==> config.mk <==
export PLATFORM = sky130hd
export DESIGN_NAME = blkstream_seq
export DESIGN_NICKNAME = d
export VERILOG_FILES = /design/src/rtl/blkstream_pkg.sv /design/src/rtl/blkstream_rst.sv /design/src/rtl/blkstream_fsm.sv /design/src/rtl/blkstream_cfg.sv /design/src/rtl/blkstream_out.sv /design/src/rtl/blkstream_seq.sv
export SDC_FILE = /design/constraint.sdc
export NUM_CORES = 1
export LEC_CHECK = 0
export BUFFER_PORTS_ARGS = -buffer_cell sky130_fd_sc_hd__clkbuf_2
export CORE_AREA = 2 2 123 125
export CTS_CLUSTER_DIAMETER = 40
export DETAILED_ROUTE_END_ITERATION = 6
export DIE_AREA = 0 0 125 127
export PLACE_DENSITY = 0.56
export SKIP_LAST_GASP = 1
export SLEW_MARGIN = 0
export SYNTH_ARGS = -nofsm -noshare
export SYNTH_HDL_FRONTEND = slang
export SYNTH_SLANG_ARGS = --single-unit
==> constraint.sdc <==
create_clock -name clk -period 2.43 [get_ports clk]
set_clock_uncertainty 0.05 [all_clocks]
set_input_delay 0.3645 -clock clk [delete_from_list [all_inputs] [get_ports clk]]
set_output_delay 0.3645 -clock clk [all_outputs]
set_load 0.005 [all_outputs]
==> src/rtl/blkstream_pkg.sv <==
`timescale 1ns/1ps
package blkstream_pkg;
  typedef enum logic [2:0] {
    PH_META   = 3'd0,
    PH_CFGA   = 3'd1,
    PH_CFGB   = 3'd2,
    PH_STREAM = 3'd3,
    PH_FLUSH  = 3'd4,
    PH_CALC   = 3'd5,
    PH_OUT    = 3'd6
  } phase_t;

  // header bit positions
  localparam int unsigned HA_SHORT  = 7;
  localparam int unsigned HA_DEBUG  = 6;
  localparam int unsigned HB_PACKED = 6;
  localparam int unsigned PSEL_W    = 4;

  // probe selector codes
  localparam logic [PSEL_W-1:0] PR_STATE = 4'd0;
  localparam logic [PSEL_W-1:0] PR_EXC   = 4'd1;
  localparam logic [PSEL_W-1:0] PR_ACC   = 4'd2;
  localparam logic [PSEL_W-1:0] PR_LANE0 = 4'd6;
  localparam logic [PSEL_W-1:0] PR_LANE1 = 4'd7;
  localparam logic [PSEL_W-1:0] PR_CTRL  = 4'd8;
endpackage

==> src/rtl/blkstream_rst.sv <==
`timescale 1ns/1ps
module blkstream_rst #(
  parameter int unsigned STAGES = 2
) (
  input  logic clk,
  input  logic rst_n,
  output logic rst_s_n
);
  logic [STAGES-1:0] sync_q;

  always_ff @(posedge clk or negedge rst_n) begin
    if (!rst_n) sync_q <= '0;
    else        sync_q <= {sync_q[STAGES-2:0], 1'b1};
  end

  assign rst_s_n = sync_q[STAGES-1];
endmodule

==> src/rtl/blkstream_fsm.sv <==
`timescale 1ns/1ps
module blkstream_fsm
  import blkstream_pkg::*;
#(
  parameter int unsigned BLK_LEN   = 32,
  parameter int unsigned RES_BYTES = 4,
  parameter int unsigned CNT_W     = 5
) (
  input  logic             clk,
  input  logic             rst_n,
  input  logic             en,
  input  logic             short_req,
  input  logic             packed_q,
  output phase_t           phase,
  output logic [CNT_W-1:0] cnt,
  output logic             acc_clr,
  output logic             elem_stb,
  output logic             flush_stb,
  output logic             calc_stb
);
  localparam int unsigned FULL_LAST = BLK_LEN - 1;
  localparam int unsigned HALF_LAST = BLK_LEN / 2 - 1;
  localparam int unsigned OUT_LAST  = RES_BYTES - 1;

  phase_t           phase_q, phase_d;
  logic [CNT_W-1:0] cnt_q, cnt_d;
  logic [CNT_W-1:0] stream_last;

  assign stream_last = packed_q ? CNT_W'(HALF_LAST) : CNT_W'(FULL_LAST);

  always_comb begin
    phase_d = phase_q;
    cnt_d   = '0;
    case (phase_q)
      PH_META:   phase_d = short_req ? PH_STREAM : PH_CFGA;
      PH_CFGA:   phase_d = PH_CFGB;
      PH_CFGB:   phase_d = PH_STREAM;
      PH_STREAM: begin
        if (cnt_q == stream_last) phase_d = PH_FLUSH;
        else                      cnt_d   = cnt_q + 1'b1;
      end
      PH_FLUSH:  phase_d = PH_CALC;
      PH_CALC:   phase_d = PH_OUT;
      PH_OUT: begin
        if (cnt_q == CNT_W'(OUT_LAST)) phase_d = PH_META;
        else                           cnt_d   = cnt_q + 1'b1;
      end
      default:   phase_d = PH_META;
    endcase
  end

  always_ff @(posedge clk or negedge rst_n) begin
    if (!rst_n) begin
      phase_q <= PH_META;
      cnt_q   <= '0;
    end else if (en) begin
      phase_q <= phase_d;
      cnt_q   <= cnt_d;
    end
  end

  assign phase     = phase_q;
  assign cnt       = cnt_q;
  assign acc_clr   = en && (phase_q == PH_META);
  assign elem_stb  = en && (phase_q == PH_STREAM);
  assign flush_stb = en && (phase_q == PH_FLUSH);
  assign calc_stb  = en && (phase_q == PH_CALC);
endmodule

==> src/rtl/blkstream_cfg.sv <==
`timescale 1ns/1ps
module blkstream_cfg
  import blkstream_pkg::*;
#(
  parameter int unsigned BYTE_W = 8
) (
  input  logic              clk,
  input  logic              rst_n,
  input  logic              en,
  input  phase_t            phase,
  input  logic [BYTE_W-1:0] a_in,
  input  logic [BYTE_W-1:0] b_in,
  output logic [BYTE_W-1:0] hdr_a,
  output logic [BYTE_W-1:0] hdr_b,
  output logic [BYTE_W-1:0] scl_a,
  output logic [BYTE_W-1:0] scl_b,
  output logic [BYTE_W-1:0] cfg_a,
  output logic [BYTE_W-1:0] cfg_b
);
  logic ld_hdr, ld_a, ld_b;

  assign ld_hdr = en && (phase == PH_META);
  assign ld_a   = en && (phase == PH_CFGA);
  assign ld_b   = en && (phase == PH_CFGB);

  always_ff @(posedge clk or negedge rst_n) begin
    if (!rst_n) begin
      hdr_a <= '0;
      hdr_b <= '0;
    end else if (ld_hdr) begin
      hdr_a <= a_in;
      hdr_b <= b_in;
    end
  end

  always_ff @(posedge clk or negedge rst_n) begin
    if (!rst_n) begin
      scl_a <= '0;
      cfg_a <= '0;
    end else if (ld_a) begin
      scl_a <= a_in;
      cfg_a <= b_in;
    end
  end

  always_ff @(posedge clk or negedge rst_n) begin
    if (!rst_n) begin
      scl_b <= '0;
      cfg_b <= '0;
    end else if (ld_b) begin
      scl_b <= a_in;
      cfg_b <= b_in;
    end
  end
endmodule

==> src/rtl/blkstream_out.sv <==
`timescale 1ns/1ps
module blkstream_out
  import blkstream_pkg::*;
#(
  parameter int unsigned BYTE_W    = 8,
  parameter int unsigned RES_BYTES = 4,
  parameter int unsigned CNT_W     = 5,
  localparam int unsigned RES_W    = BYTE_W * RES_BYTES
) (
  input  logic              clk,
  input  logic              rst_n,
  input  logic              en,
  input  phase_t            phase,
  input  logic [CNT_W-1:0]  cnt,
  input  logic [BYTE_W-1:0] hdr_a,
  input  logic [RES_W-1:0]  acc_in,
  input  logic [BYTE_W-1:0] exc_in,
  input  logic [BYTE_W-1:0] lane0_in,
  input  logic [BYTE_W-1:0] lane1_in,
  input  logic [3:0]        strobes,
  output logic [RES_W-1:0]  shadow,
  output logic [BYTE_W-1:0] res_out
);
  logic              dbg;
  logic [PSEL_W-1:0] sel;
  logic [BYTE_W-1:0] probe, res_byte, acc_byte, st_byte, ctl_byte;
  logic [RES_W-1:0]  res_sh, acc_sh;
  logic [PSEL_W-1:0] acc_idx;

  always_ff @(posedge clk or negedge rst_n) begin
    if (!rst_n)                         shadow <= '0;
    else if (en && (phase == PH_CALC))  shadow <= acc_in;
  end

  assign dbg      = hdr_a[HA_DEBUG];
  assign sel      = hdr_a[PSEL_W-1:0];
  assign res_sh   = shadow << (BYTE_W * cnt);
  assign res_byte = res_sh[RES_W-1 -: BYTE_W];
  assign acc_idx  = sel - PR_ACC;
  assign acc_sh   = acc_in << (BYTE_W * acc_idx);
  assign acc_byte = acc_sh[RES_W-1 -: BYTE_W];
  assign st_byte  = BYTE_W'({phase, cnt});
  assign ctl_byte = BYTE_W'({en, strobes, 3'b000});

  always_comb begin
    if (sel == PR_STATE)                                     probe = st_byte;
    else if (sel == PR_EXC)                                  probe = exc_in;
    else if (sel >= PR_ACC && acc_idx < PSEL_W'(RES_BYTES))  probe = acc_byte;
    else if (sel == PR_LANE0)                                probe = lane0_in;
    else if (sel == PR_LANE1)                                probe = lane1_in;
    else if (sel == PR_CTRL)                                 probe = ctl_byte;
    else                                                     probe = '0;
  end

  always_comb begin
    case (phase)
      PH_OUT:   res_out = res_byte;
      PH_FLUSH: res_out = dbg ? hdr_a : '0;
      PH_CALC:  res_out = '0;
      default:  res_out = dbg ? probe : '0;
    endcase
  end
endmodule

==> src/rtl/blkstream_seq.sv <==
`timescale 1ns/1ps
module blkstream_seq
  import blkstream_pkg::*;
#(
  parameter int unsigned BYTE_W    = 8,
  parameter int unsigned BLK_LEN   = 32,
  parameter int unsigned RES_BYTES = 4,
  parameter int unsigned FMT_W     = 3,
  localparam int unsigned CNT_W    = $clog2(BLK_LEN),
  localparam int unsigned RES_W    = BYTE_W * RES_BYTES,
  localparam int unsigned BM_W     = BYTE_W - FMT_W
) (
  input  logic              clk,
  input  logic              rst_n,
  input  logic              en,
  input  logic [BYTE_W-1:0] a_in,
  input  logic [BYTE_W-1:0] b_in,
  input  logic [RES_W-1:0]  acc_in,
  input  logic [BYTE_W-1:0] exc_in,
  input  logic [BYTE_W-1:0] lane0_in,
  input  logic [BYTE_W-1:0] lane1_in,
  output logic [BYTE_W-1:0] res_out,
  output logic              acc_clr,
  output logic              elem_stb,
  output logic              flush_stb,
  output logic              calc_stb,
  output logic              pack_mode,
  output logic [BYTE_W-1:0] scale_a,
  output logic [BYTE_W-1:0] scale_b,
  output logic [FMT_W-1:0]  fmt_a,
  output logic [BM_W-1:0]   bm_a,
  output logic [FMT_W-1:0]  fmt_b,
  output logic [BM_W-1:0]   bm_b
);
  logic              rst_s_n;
  phase_t            phase;
  logic [CNT_W-1:0]  cnt;
  logic [BYTE_W-1:0] hdr_a, hdr_b, cfg_a, cfg_b;
  logic [RES_W-1:0]  shadow;

  blkstream_rst #(.STAGES(2)) i_rst (
    .clk(clk), .rst_n(rst_n), .rst_s_n(rst_s_n)
  );

  blkstream_fsm #(.BLK_LEN(BLK_LEN), .RES_BYTES(RES_BYTES), .CNT_W(CNT_W)) i_fsm (
    .clk(clk), .rst_n(rst_s_n), .en(en),
    .short_req(a_in[HA_SHORT]), .packed_q(hdr_b[HB_PACKED]),
    .phase(phase), .cnt(cnt),
    .acc_clr(acc_clr), .elem_stb(elem_stb),
    .flush_stb(flush_stb), .calc_stb(calc_stb)
  );

  blkstream_cfg #(.BYTE_W(BYTE_W)) i_cfg (
    .clk(clk), .rst_n(rst_s_n), .en(en), .phase(phase),
    .a_in(a_in), .b_in(b_in),
    .hdr_a(hdr_a), .hdr_b(hdr_b),
    .scl_a(scale_a), .scl_b(scale_b),
    .cfg_a(cfg_a), .cfg_b(cfg_b)
  );

  blkstream_out #(.BYTE_W(BYTE_W), .RES_BYTES(RES_BYTES), .CNT_W(CNT_W)) i_out (
    .clk(clk), .rst_n(rst_s_n), .en(en), .phase(phase), .cnt(cnt),
    .hdr_a(hdr_a), .acc_in(acc_in), .exc_in(exc_in),
    .lane0_in(lane0_in), .lane1_in(lane1_in),
    .strobes({acc_clr, elem_stb, flush_stb, calc_stb}),
    .shadow(shadow), .res_out(res_out)
  );

  assign pack_mode = hdr_b[HB_PACKED];
  assign fmt_a     = cfg_a[BYTE_W-1 -: FMT_W];
  assign bm_a      = cfg_a[BM_W-1:0];
  assign fmt_b     = cfg_b[BYTE_W-1 -: FMT_W];
  assign bm_b      = cfg_b[BM_W-1:0];
endmodule

==> out/qor.csv <==
metric,value,unit
RSZ-0062 raised after global routing,true,
maximum root-to-sink buffer count,2,
Lkg Pwr,2.84,nW
pwr dens,1140,nW/µm²
Fillers,1449,
initial antenna violation count,0,
dominant synthesized flop cell,dfrtp_1,
Place WS,0.0708,ns
critical-path maximum fanout,5,
fin crit share,105,%
TritonRoute pass-1 iters,4,
vias in the first global route,3748,
DRT antenna net count,0,
port bufs,119,
Non-Filler Instances,736,
share of layout cells above drive strength 1,45.5,%
fmax,0.393,GHz
via count,3627,
"Arr. time, crit path",2.13,ns
Switching Power,2.31,mW
Worst Setup SP,i_cfg.hdr_a[0],
Critical Path Start Type,register,
GPL Wtd Cong,0.898,
mux contribution to synthesized area,22.3,%
post-route cell area,5720,µm²
MaxCap Viol Count,0,
failing checks,negative setup slack,
post-synthesis instance area,4280,µm²
largest net degree at the start of global routing,50,
# diodes,0,
Clock Sinks,83,
first-pass GRT wire length,20600,µm
Worst Hold Launch,acc_in[7],
compound-gate portion of the synthesized area,6.69,%
Slew HR,61.7,%
Final WS setup,-0.117,ns
Clock Latency Late Sink,0.34,ns
Least-Margin Pin Slew,0.570,ns
DR WL/cell,17.6,µm
Synth Area in Simple Gates,17.3,%
core area,14400,µm²
P_int,4.18,mW
Placed Area,5210,µm²
HPWL after DPL,9620,µm
post-synth top area cell,dfrtp_1,
die width,125,µm
Post-Route WL,12900,µm
clock-pin slew on the worst setup and hold paths,0.06,ns
H-tree depth,3,
TritonCTS clock tree,done,
adder-cell share of the synthesized area,0.585,%
CTS buffer count,9,
Die ar.,15900,µm²
"top cells by count, synth","nand2_1 (138), dfrtp_1 (83), mux2_2 (37), mux2i_1 (15), nor2_1 (11)",
Starting DRT DRC Count,199,
final net count,624,
class of the worst hold path,input pin to register,
number of synthesized flops with an enable pin,0,
die extent in y,127,µm
WP data required,2.02,ns
Fin. Hold Viols,0,
IO Count,120,
FP Rows,44,
Placed Cells,707,
worst flop-to-flop path startpoint,i_fsm.phase[2],
Synth Area per Inst,10.7,µm²
XOR/XNOR Fraction of Synth Area,1.23,%
Final min period,2.55,ns
result of the run,finished with violations,
Clk pwr share,20.3,%
Yosys cell types,46,
Seq pwr share,34.0,%
yosys synthesis warning count,0,
Crit Path Category,register to primary output,
combinational power share,45.8,%
#FFs+latches synth,83,
Hold WS,0.190,ns
GRT Residual Overflow,0,
syn nets,478,
post-synthesis sequential area ratio,48.5,%
crit end category,primary output,
"top cells by area, synth","dfrtp_1 (49%), nand2_1 (12%), mux2_2 (9.7%), mux4_2 (4.7%), mux4_1 (4.3%)",
synthesis-to-finish area growth,33.5,%
"FFs w/ async S/R, synth",100,%
main combinational cell family by area after synthesis,multiplexers,
Setup Total Neg Slack,-0.368,ns
Mapped Cells,401,
sw frac,35.5,%
most frequent cell after synthesis,nand2_1,
IR Drop Worst-Case VDD,0.000569,V
Vias/cell,4.93,
Clk Tree Root Cell,clkbuf_16,
Slew Limit Fails,0,
Initial Util,29.7,%
post-route DRC violation count,0,
Setup-failing EPs final,5,
Synth top area share,48.5,%
total track usage,16.7,%
==> through the flow <==
| step | power [mW] | utilization, % |
|---|---|---|
| 2_1_floorplan | 3.75 | - |
| 3_3_place_gp | 4.76 | 36.1 |
| 3_5_place_dp | 4.83 | 36.1 |
| 4_1_cts | 6.40 | 39.1 |
| 5_1_grt | 6.96 | 39.6 |
| 6_report | 6.49 | 39.6 |
==> worst max-delay path, stage by stage, from the launching register on <==
cell and delay, ns:
dfrtp_2 0.43, or4b_4 0.58, o32ai_2 0.29, mux2i_1 0.11, o211ai_1 0.23, clkbuf_2 0.16
==> registers in the layout (all words and copies together) (netlist names) <==
name          count
i_cfg.cfg_a       8
i_cfg.cfg_b       8
i_cfg.hdr_a       8
i_cfg.hdr_b       1
i_cfg.scl_a       8
i_cfg.scl_b       8
i_fsm.cnt         5
i_fsm.phase       3
i_out.shadow     32
i_rst.sync_q      2
==> cell type report <==
| type | instances | area (µm²) | share of cell area, % |
|---|---|---|---|
| flip-flops and latches | 83 | 2090 | 36.5 |
| clock buffers | 10 | 239 | 4.18 |
| inverters | 5 | 18.8 | 0.328 |
| multi-input cells | 290 | 2150 | 37.6 |
| repair buffers | 158 | 945 | 16.5 |
| well taps | 184 | 230 | 4.03 |
| clock inverters | 6 | 48.8 | 0.854 |
==> layout by cell type, fill, tap and decap left out, drive strengths merged, types with 2 or more instances in the layout <==
cell type and instances:
xnor2 2, ha 2, a32oi 4, xor2 4
a211oi 4, o211ai 5, and3 4, clkbuf 126
dfrtp 83, nor3b 3, a21oi 2, mux2i 15
buf 41, nand2 138, mux2 37, nor2 11
or4b 2, inv 7, nand2b 2, o22ai 4
o21ai 7, clkinv 4, nand4 4, nor3 2
o32ai 2, a22oi 3, mux4 16, a31oi 2
==> worst paths after layout <==
| check | end | slack, ns | depth (start not counted) |
|---|---|---|---|
| min in group asynchronous | i_cfg.cfg_a[5] | 0.22 | 0 |
| max in group asynchronous | i_cfg.hdr_a[0] | 1.45 | 1 |
| setup reg to reg | i_out.shadow[18] | 0.60 | 7 |
| hold / removal | i_out.shadow[7] | 0.19 | 3 |
| setup / recovery | res_out[4] | -0.12 | 5 |
| hold reg to reg | i_cfg.cfg_a[5] | 0.22 | 0 |
==> power by group through the flow <==
stage / registers [mW] / logic, mW / clock network [mW]
2_1_floorplan: 2.17 / 1.58 / 0
3_3_place_gp: 2.22 / 2.54 / 0
3_5_place_dp: 2.26 / 2.57 / 0
4_1_cts: 2.22 / 2.83 / 1.35
5_1_grt: 2.28 / 3.25 / 1.42
6_report: 2.21 / 2.97 / 1.31
==> timing repair <==
action / CTS / global route
hold buffers: 1 / 0
setup buffers: 8 / 5
cloned: 0 / 0
endpoints found under the setup margin: 8 / 8
hold endpoints to repair: 2 / 0
resized for setup: 19 / 16
pin swaps: 11 / 11
==> kinds of logic (layout without fill, tap and decap cells) <==
logic type | Yosys count | in the layout
AND/OR/NAND/NOR | 173 | 173
flip-flops | 83 | 83
multiplexers | 68 | 68
AO/OA/AOI/OAI | 40 | 40
buffers and inverters | 28 | 179
XOR/XNOR | 6 | 6
adder cells (fa/ha/maj) | 2 | 2
other | 1 | 1
==> routing by layer <==
metal / share of wire [%] / vias up / track usage, %
met5: 0 / - / 0
met4: 1.2 / 0 / 4.31
met3: 6.2 / 10 / 4.94
met2: 50 / 117 / 27.6
met1: 42 / 1799 / 21.6
li1: - / 1701 / -
No activity file was read; power rests on OpenSTA's default activity.
